$ cat src/rtl/i2cp_pkg.sv
// Shared types and constants for the strap-addressed I2C slave.
// Assumes 8-bit bus bytes and a fixed 3-bit upper address part.
package i2cp_pkg;
    localparam int BYTE_W = 8;
    localparam logic [2:0] ADDR_HI = 3'b001;
    localparam logic [6:0] BCAST_ADDR = 7'b0011111;

    typedef enum logic [2:0] {
        ST_IDLE, ST_RX, ST_RXEND, ST_ACK, ST_TX, ST_MACK, ST_WAIT
    } eng_st_t;

    typedef enum logic [1:0] {
        K_ADDR, K_CMD, K_DATA, K_XTRA
    } byte_kind_t;

    // Map a strap code to its level: low=0, high=1, open=2
    function automatic logic [1:0] strap_level(input logic [1:0] s);
        case (s)
            2'b00:   return 2'd0;
            2'b01:   return 2'd1;
            default: return 2'd2;
        endcase
    endfunction
endpackage

$ cat src/rtl/i2cp_sync.sv
// Synchronises SCL and SDA to clk and derives edge, START and STOP pulses.
// Assumes the system clock runs well above the SCL rate.
module i2cp_sync #(
    parameter int STAGES = 2
) (
    input  logic clk,
    input  logic rst_n,
    input  logic scl_i,
    input  logic sda_i,
    output logic scl_s,
    output logic sda_s,
    output logic scl_rise,
    output logic scl_fall,
    output logic start_det,
    output logic stop_det
);
    logic [STAGES-1:0] scl_pipe, sda_pipe;
    logic scl_q, sda_q;

    // Shift both bus lines through the synchroniser and keep one old copy
    always_ff @(posedge clk) begin
        if (!rst_n) begin
            scl_pipe <= '1;
            sda_pipe <= '1;
            scl_q    <= 1'b1;
            sda_q    <= 1'b1;
        end else begin
            scl_pipe <= {scl_pipe[STAGES-2:0], scl_i};
            sda_pipe <= {sda_pipe[STAGES-2:0], sda_i};
            scl_q    <= scl_pipe[STAGES-1];
            sda_q    <= sda_pipe[STAGES-1];
        end
    end

    // Decode line events from the current and previous samples
    always_comb begin
        scl_s     = scl_pipe[STAGES-1];
        sda_s     = sda_pipe[STAGES-1];
        scl_rise  = scl_s & ~scl_q;
        scl_fall  = ~scl_s & scl_q;
        start_det = scl_s & scl_q & sda_q & ~sda_s;
        stop_det  = scl_s & scl_q & ~sda_q & sda_s;
    end
endmodule

$ cat src/rtl/i2cp_addr.sv
// Turns the two three-level straps into the device address.
// Assumes straps are static while the bus is in use.
module i2cp_addr
    import i2cp_pkg::*;
(
    input  logic [1:0] strap_a,
    input  logic [1:0] strap_b,
    output logic [6:0] own_addr,
    output logic       own_valid
);
    logic [3:0] idx;
    logic [3:0] code;

    // Combine the two levels and skip the reserved combination
    always_comb begin
        idx       = 4'(strap_level(strap_a)) * 4'd3 + 4'(strap_level(strap_b));
        own_valid = (idx != 4'd1);
        code      = (idx > 4'd1) ? idx - 4'd1 : idx;
        own_addr  = {ADDR_HI, code};
    end
endmodule

$ cat src/rtl/i2cp_engine.sv
// Byte engine: receives address/command/data bytes, drives ACK and read
// data, and holds the persistent register pointer.
// Assumes event pulses from i2cp_sync; at most one event per cycle.
module i2cp_engine
    import i2cp_pkg::*;
#(
    parameter int PTR_W = 4
) (
    input  logic              clk,
    input  logic              rst_n,
    input  logic              sda_s,
    input  logic              scl_rise,
    input  logic              scl_fall,
    input  logic              start_det,
    input  logic              stop_det,
    input  logic [6:0]        own_addr,
    input  logic              own_valid,
    output logic              sda_pull,
    output logic [PTR_W-1:0]  ptr,
    output logic              wr_stb,
    output logic [BYTE_W-1:0] wdata,
    input  logic [BYTE_W-1:0] rdata
);
    eng_st_t     st;
    byte_kind_t  kind;
    logic [2:0]        cnt;
    logic [BYTE_W-1:0] rx_sr, tx_sr, rx_byte;
    logic              rw_q, ack_pend, mack_q;
    logic              hit_own, hit_bcast;

    // Assemble the byte as it will stand at the eighth rising edge
    always_comb begin
        rx_byte   = {rx_sr[BYTE_W-2:0], sda_s};
        hit_own   = own_valid && (rx_byte[7:1] == own_addr);
        hit_bcast = (rx_byte[7:1] == BCAST_ADDR) && !rx_byte[0];
    end

    // Main bus state machine with pointer, write strobe and SDA drive
    always_ff @(posedge clk) begin
        if (!rst_n) begin
            st       <= ST_IDLE;
            kind     <= K_ADDR;
            cnt      <= '0;
            rx_sr    <= '0;
            tx_sr    <= '0;
            rw_q     <= 1'b0;
            ack_pend <= 1'b0;
            mack_q   <= 1'b0;
            sda_pull <= 1'b0;
            ptr      <= '0;
            wr_stb   <= 1'b0;
            wdata    <= '0;
        end else begin
            wr_stb <= 1'b0;
            if (start_det) begin
                st       <= ST_RX;
                kind     <= K_ADDR;
                cnt      <= '0;
                sda_pull <= 1'b0;
            end else if (stop_det) begin
                st       <= ST_IDLE;
                sda_pull <= 1'b0;
            end else begin
                case (st)
                    ST_RX: if (scl_rise) begin
                        rx_sr <= rx_byte;
                        cnt   <= cnt + 3'd1;
                        if (cnt == 3'd7) begin
                            st <= ST_RXEND;
                            case (kind)
                                K_ADDR: begin
                                    ack_pend <= hit_own || hit_bcast;
                                    rw_q     <= rx_byte[0];
                                end
                                K_CMD: begin
                                    ptr      <= rx_byte[PTR_W-1:0];
                                    ack_pend <= 1'b1;
                                end
                                K_DATA: begin
                                    wr_stb   <= 1'b1;
                                    wdata    <= rx_byte;
                                    ack_pend <= 1'b1;
                                end
                                default: ack_pend <= 1'b1;
                            endcase
                        end
                    end
                    ST_RXEND: if (scl_fall) begin
                        st       <= ack_pend ? ST_ACK : ST_WAIT;
                        sda_pull <= ack_pend;
                    end
                    ST_ACK: if (scl_fall) begin
                        cnt <= '0;
                        if (kind == K_ADDR && rw_q) begin
                            st       <= ST_TX;
                            tx_sr    <= rdata;
                            sda_pull <= ~rdata[7];
                        end else begin
                            st       <= ST_RX;
                            sda_pull <= 1'b0;
                            case (kind)
                                K_ADDR:  kind <= K_CMD;
                                K_CMD:   kind <= K_DATA;
                                default: kind <= K_XTRA;
                            endcase
                        end
                    end
                    ST_TX: if (scl_fall) begin
                        if (cnt == 3'd7) begin
                            st       <= ST_MACK;
                            sda_pull <= 1'b0;
                        end else begin
                            cnt      <= cnt + 3'd1;
                            tx_sr    <= {tx_sr[BYTE_W-2:0], 1'b0};
                            sda_pull <= ~tx_sr[6];
                        end
                    end
                    ST_MACK: begin
                        if (scl_rise) mack_q <= ~sda_s;
                        if (scl_fall) begin
                            if (mack_q) begin
                                st       <= ST_TX;
                                cnt      <= '0;
                                tx_sr    <= rdata;
                                sda_pull <= ~rdata[7];
                            end else begin
                                st <= ST_WAIT;
                            end
                        end
                    end
                    default: ;
                endcase
            end
        end
    end
endmodule

$ cat src/rtl/i2cp_slave.sv
// Top of the strap-addressed I2C slave: synchroniser, address decode and
// byte engine. Assumes clk is at least 8x SCL and an open-drain pad outside.
module i2cp_slave
    import i2cp_pkg::*;
#(
    parameter int PTR_W       = 4,
    parameter int SYNC_STAGES = 2
) (
    input  logic              clk,
    input  logic              rst_n,
    input  logic              scl_i,
    input  logic              sda_i,
    output logic              sda_pull_o,
    input  logic [1:0]        strap_a_i,
    input  logic [1:0]        strap_b_i,
    output logic [PTR_W-1:0]  reg_addr_o,
    output logic              reg_wr_o,
    output logic [BYTE_W-1:0] reg_wdata_o,
    input  logic [BYTE_W-1:0] reg_rdata_i
);
    logic scl_s, sda_s, scl_rise, scl_fall, start_det, stop_det;
    logic [6:0] own_addr;
    logic       own_valid;

    i2cp_sync #(.STAGES(SYNC_STAGES)) u_sync (
        .clk(clk), .rst_n(rst_n), .scl_i(scl_i), .sda_i(sda_i),
        .scl_s(scl_s), .sda_s(sda_s), .scl_rise(scl_rise),
        .scl_fall(scl_fall), .start_det(start_det), .stop_det(stop_det)
    );

    i2cp_addr u_addr (
        .strap_a(strap_a_i), .strap_b(strap_b_i),
        .own_addr(own_addr), .own_valid(own_valid)
    );

    i2cp_engine #(.PTR_W(PTR_W)) u_eng (
        .clk(clk), .rst_n(rst_n), .sda_s(sda_s), .scl_rise(scl_rise),
        .scl_fall(scl_fall), .start_det(start_det), .stop_det(stop_det),
        .own_addr(own_addr), .own_valid(own_valid), .sda_pull(sda_pull_o),
        .ptr(reg_addr_o), .wr_stb(reg_wr_o), .wdata(reg_wdata_o),
        .rdata(reg_rdata_i)
    );

    logic unused_scl;
    assign unused_scl = scl_s;
endmodule

$ cat config.mk
export PLATFORM = sky130hd
export DESIGN_NAME = i2cp_slave
export DESIGN_NICKNAME = d
export VERILOG_FILES = /design/src/rtl/i2cp_pkg.sv /design/src/rtl/i2cp_sync.sv /design/src/rtl/i2cp_addr.sv /design/src/rtl/i2cp_engine.sv /design/src/rtl/i2cp_slave.sv
export SDC_FILE = /design/constraint.sdc
export NUM_CORES = 1
export LEC_CHECK = 0
export BUFFER_PORTS_ARGS = -buffer_cell sky130_fd_sc_hd__buf_2
export CAP_MARGIN = 20
export CORE_ASPECT_RATIO = 1.1
export CORE_MARGIN = 10
export CORE_UTILIZATION = 55
export DETAILED_ROUTE_END_ITERATION = 12
export GPL_ROUTABILITY_DRIVEN = 0
export PLACE_DENSITY = 0.77
export SYNTH_ARGS = -nofsm -noshare
export SYNTH_HDL_FRONTEND = slang
export SYNTH_SLANG_ARGS = --single-unit
export TNS_END_PERCENT = 5
$ cat constraint.sdc
create_clock -name clk -period 6.35 [get_ports clk]
set_input_delay 1.5875 -clock clk [delete_from_list [all_inputs] [get_ports clk]]
set_output_delay 1.5875 -clock clk [all_outputs]
set_load 0.005 [all_outputs]
==> results.py <==
metrics = {
    "setup_path": {
        "start_kind": "input pin",
        "cp_data_required_time_ns": 6.58,
        "ff2ff_path_depth": 5,
        "rr_endpoint": "u_eng.wdata[0]$_SDFFE_PN0P_",
        "crit_slowest_cell": "fa_1",
        "endpoint": "u_eng.ack_pend$_SDFFE_PN0P_",
        "r2r_setup_slack_ns": 3.40,
        "worstSetupPathType": "input pin to flop",
        "crit_chain": "buf_2 -> or2_2 -> ha_1 -> ha_1 -> fa_1 -> or4_1 -> o21ai_0 -> nand4_1 -> a21oi_1",
        "critPathLaunch": "strap_a_i[1]",
        "crit_path_max_fanout": 6,
        "cpPeakStageDelay_ns": 0.52,
        "crit_buf_inv": 1,
        "r2r-start": "u_eng.st[0]$_SDFFE_PN0P_",
        "crit_path_end_kind": "flop",
        "cp_top_family": "adder cells",
        "crit_arrival_ns": 3.95,
        "cp_common_cell": "ha_1",
        "worst-path-stages": 9,
    },
    "routing": {
        "vias": 1726,
        "drc": 0,
        "ant_nets": 0,
        "wl_um": 4340,
        "dr.pass1.iters": 4,
        "wl_per_cell_um": 13.6,
        "drtIter0Drc": 95,
        "viasPerCell": 5.41,
    },
    "hold_path": {
        "worstHoldPathType": "flop to flop",
    },
    "floorplanning": {
        "start_util_pct": 56.4,
        "pin_count": 30,
        "dieWidth_um": 80.6,
        "core_mm2": 0.00393,
        "die_area_mm2": 0.00698,
        "rows": 24,
        "dieHeight_um": 86.6,
    },
    "yosys": {
        "syn-mean-instance-area_um2": 8.99,
        "yosys_register_bits": 45,
        "synth_nets": 271,
        "yosysTopAreaCell": "dfxtp_1",
        "synthArstFlopShare_pct": 0,
        "synth_ff_type": "dfxtp_1",
        "syn_inst": 247,
        "synth_edf_count": 0,
        "synth_top_area_share_pct": 40.6,
        "yosys-top-cells-area": "dfxtp_1, mux2i_1, nor2_1",
        "ys_seq_area_share_pct": 40.6,
        "yosysWarnings": 0,
        "synth.distinct_cells": 49,
        "syn_area_mm2": 0.00222,
    },
    "timing": {
        "finalSetupTns_ns": 0,
        "fin_crit_sh_pct": 58.6,
        "clock_skew_ns": 0.00873,
        "grt_setup_unrepaired": "no",
        "report.final.slew_viol_count": 0,
        "setup_violations": 0,
        "worst_slew_pin_slew_ns": 0.938,
        "relSlewSlack_pct": 37.2,
        "hold_violations": 0,
        "period_minus_slack_ns": 3.72,
        "clock.fmax_mhz": 269,
    },
    "clock_tree": {
        "clk_pin_slew_worst_paths_ns": 0.08,
        "cts_buffers": 5,
        "post_cts_buffers": 0,
        "clockBufferDepth": 2,
        "postCtsHoldBufs": 0,
        "clk-insertion-delay-late_ns": 0.29,
        "cts_tree": "built",
        "cts_max_level": 2,
        "cts.sinks": 45,
        "postCtsResizedCells": 0,
        "cts.root.buffer_cell": "clkbuf_8",
    },
    "global_routing": {
        "grt_antenna_before_repair": 0,
        "grt_max_degree": 30,
        "grt_pass1_wl_um": 7570,
        "grtUsageTotal_pct": 13.3,
        "grt.overflow.total": 0,
        "grt_pass1_vias": 1704,
    },
    "finish": {
        "stdcell_area_mm2": 0.00247,
        "final_nets": 290,
        "diodes": 0,
        "multi_input_area_mm2": 0.00122,
        "seq_area_um2": 901,
        "drive_above_1_share_pct": 17.6,
        "fill_cells": 346,
        "fin_util_pct": 62.7,
        "area_delta_synth_final_pct": 11.1,
    },
    "placed_design": {
        "placed_area_mm2": 0.00235,
        "portBuffers": 29,
        "dp_hpwl_um": 3140,
    },
    "pwr": {
        "powerDensity_mw_per_mm2": 221,
        "finalPower_uw": 545,
        "ir_drop_v": 0.000145,
        "p_leak_uw": 0.00115,
    },
    "flow_run": {
        "drv_cap": 0,
    },
    "status": {
        "status": "completed",
    },
}
-- cell usage after synthesis (all sizes together) (2+ instances only) --
master,number
nor2,46
dfxtp,45
mux2i,26
nand2,12
a21oi,11
clkbuf,11
o21ai,11
nand2b,8
ha,7
nor2b,7
buf,6
mux2,6
inv,5
nand4b,4
a211oi,3
and2,3
nand4,3
or2,3
a211o,2
nor3b,2
or3b,2
xnor2,2
xor2,2
-- routing by layer --
metal	share of wire [%]	track usage, %
met5	0	0
met4	1.6	4.81
met3	4.6	4.35
met2	47	21.3
met1	47	16.0
-- sequential cells by signal, indices dropped and copies added, names as in the netlist, 2 cells and up --
name	count
u_eng.kind	2
u_eng.rx_sr	7
u_sync.scl_pipe	2
u_eng.ptr	4
u_eng.wdata	8
u_eng.cnt	3
u_eng.st	3
u_sync.sda_pipe	2
u_eng.tx_sr	7
-- how the worst min path moves through the flow --
stage,start,endpoint,slack (ns),cells after the start
after detailed placement,u_sync.scl_pipe[0]$_SDFF_PN1_,u_sync.scl_pipe[1]$_SDFF_PN1_,0.39,1
after global placement,u_sync.scl_pipe[0]$_SDFF_PN1_,u_sync.scl_pipe[1]$_SDFF_PN1_,0.39,1
after floorplan,u_sync.scl_pipe[0]$_SDFF_PN1_,u_sync.scl_pipe[1]$_SDFF_PN1_,0.39,1
after global routing,u_sync.scl_pipe[0]$_SDFF_PN1_,u_sync.scl_pipe[1]$_SDFF_PN1_,0.43,1
final,u_sync.scl_pipe[0]$_SDFF_PN1_,u_sync.scl_pipe[1]$_SDFF_PN1_,0.41,1
after CTS,u_sync.scl_pipe[0]$_SDFF_PN1_,u_sync.scl_pipe[1]$_SDFF_PN1_,0.41,1
-- layout by cell type (no fill, tap or decap), types with 2 or more instances in the layout --
| cell type | n |
|---|---|
| dfxtp_1 | 45 |
| nand2b_1 | 8 |
| mux2_2 | 6 |
| xnor2_1 | 2 |
| a21oi_1 | 11 |
| or3b_1 | 2 |
| o21ai_0 | 10 |
| mux2i_1 | 26 |
| a211oi_1 | 3 |
| xor2_1 | 2 |
| inv_1 | 5 |
| nand2_1 | 12 |
| nor2_1 | 45 |
| nand4_1 | 3 |
| nand4b_1 | 4 |
| buf_2 | 29 |
| a211o_1 | 2 |
| and2_1 | 3 |
| ha_1 | 7 |
| clkbuf_8 | 6 |
| nor2b_1 | 7 |
| or2_1 | 2 |
-- cell type report --
cell class / instances / share of cell area, %
Multi-Input combinational cell: 180 / 49.5
Clock inverter: 1 / 1.22
Clock buffer: 7 / 3.50
Tap cell: 52 / 2.64
Inverter: 5 / 0.761
Timing Repair Buffer: 29 / 5.89
Sequential cell: 45 / 36.5
-- worst reg2reg max path: cells and delay by family (launching register included) --
family        cells  cell delay (ns)
simple gates      4             1.86
flops             1             0.61
mux               1             0.34
-- through the flow --
stage               worst slack (ns)  hold WS [ns]  std cells
floorplan                       2.57         0.386        247
global placement                2.40         0.388        311
detailed placement              2.34         0.393        311
CTS                             2.64         0.413        319
global route                    2.52         0.428        319
finish                          2.63         0.412        319
-- report_power, final --
part / internal (uW) / switching, uW / total (uW)
logic: 17.2 / 19.3 / 36.4
clock network: 128 / 92.8 / 221
registers: 284 / 3.18 / 287
-- cells by family after synthesis --
group | after synthesis | synth area share [%]
AO/OA/AOI/OAI | 37 | 10.6
XOR/XNOR | 4 | 1.58
adder cells (fa/ha/maj) | 8 | 4.85
buffers and inverters | 22 | 4.45
flip-flops | 45 | 40.6
multiplexers | 32 | 14.8
AND/OR/NAND/NOR | 99 | 23.2
(Power assumes the default switching activity.)
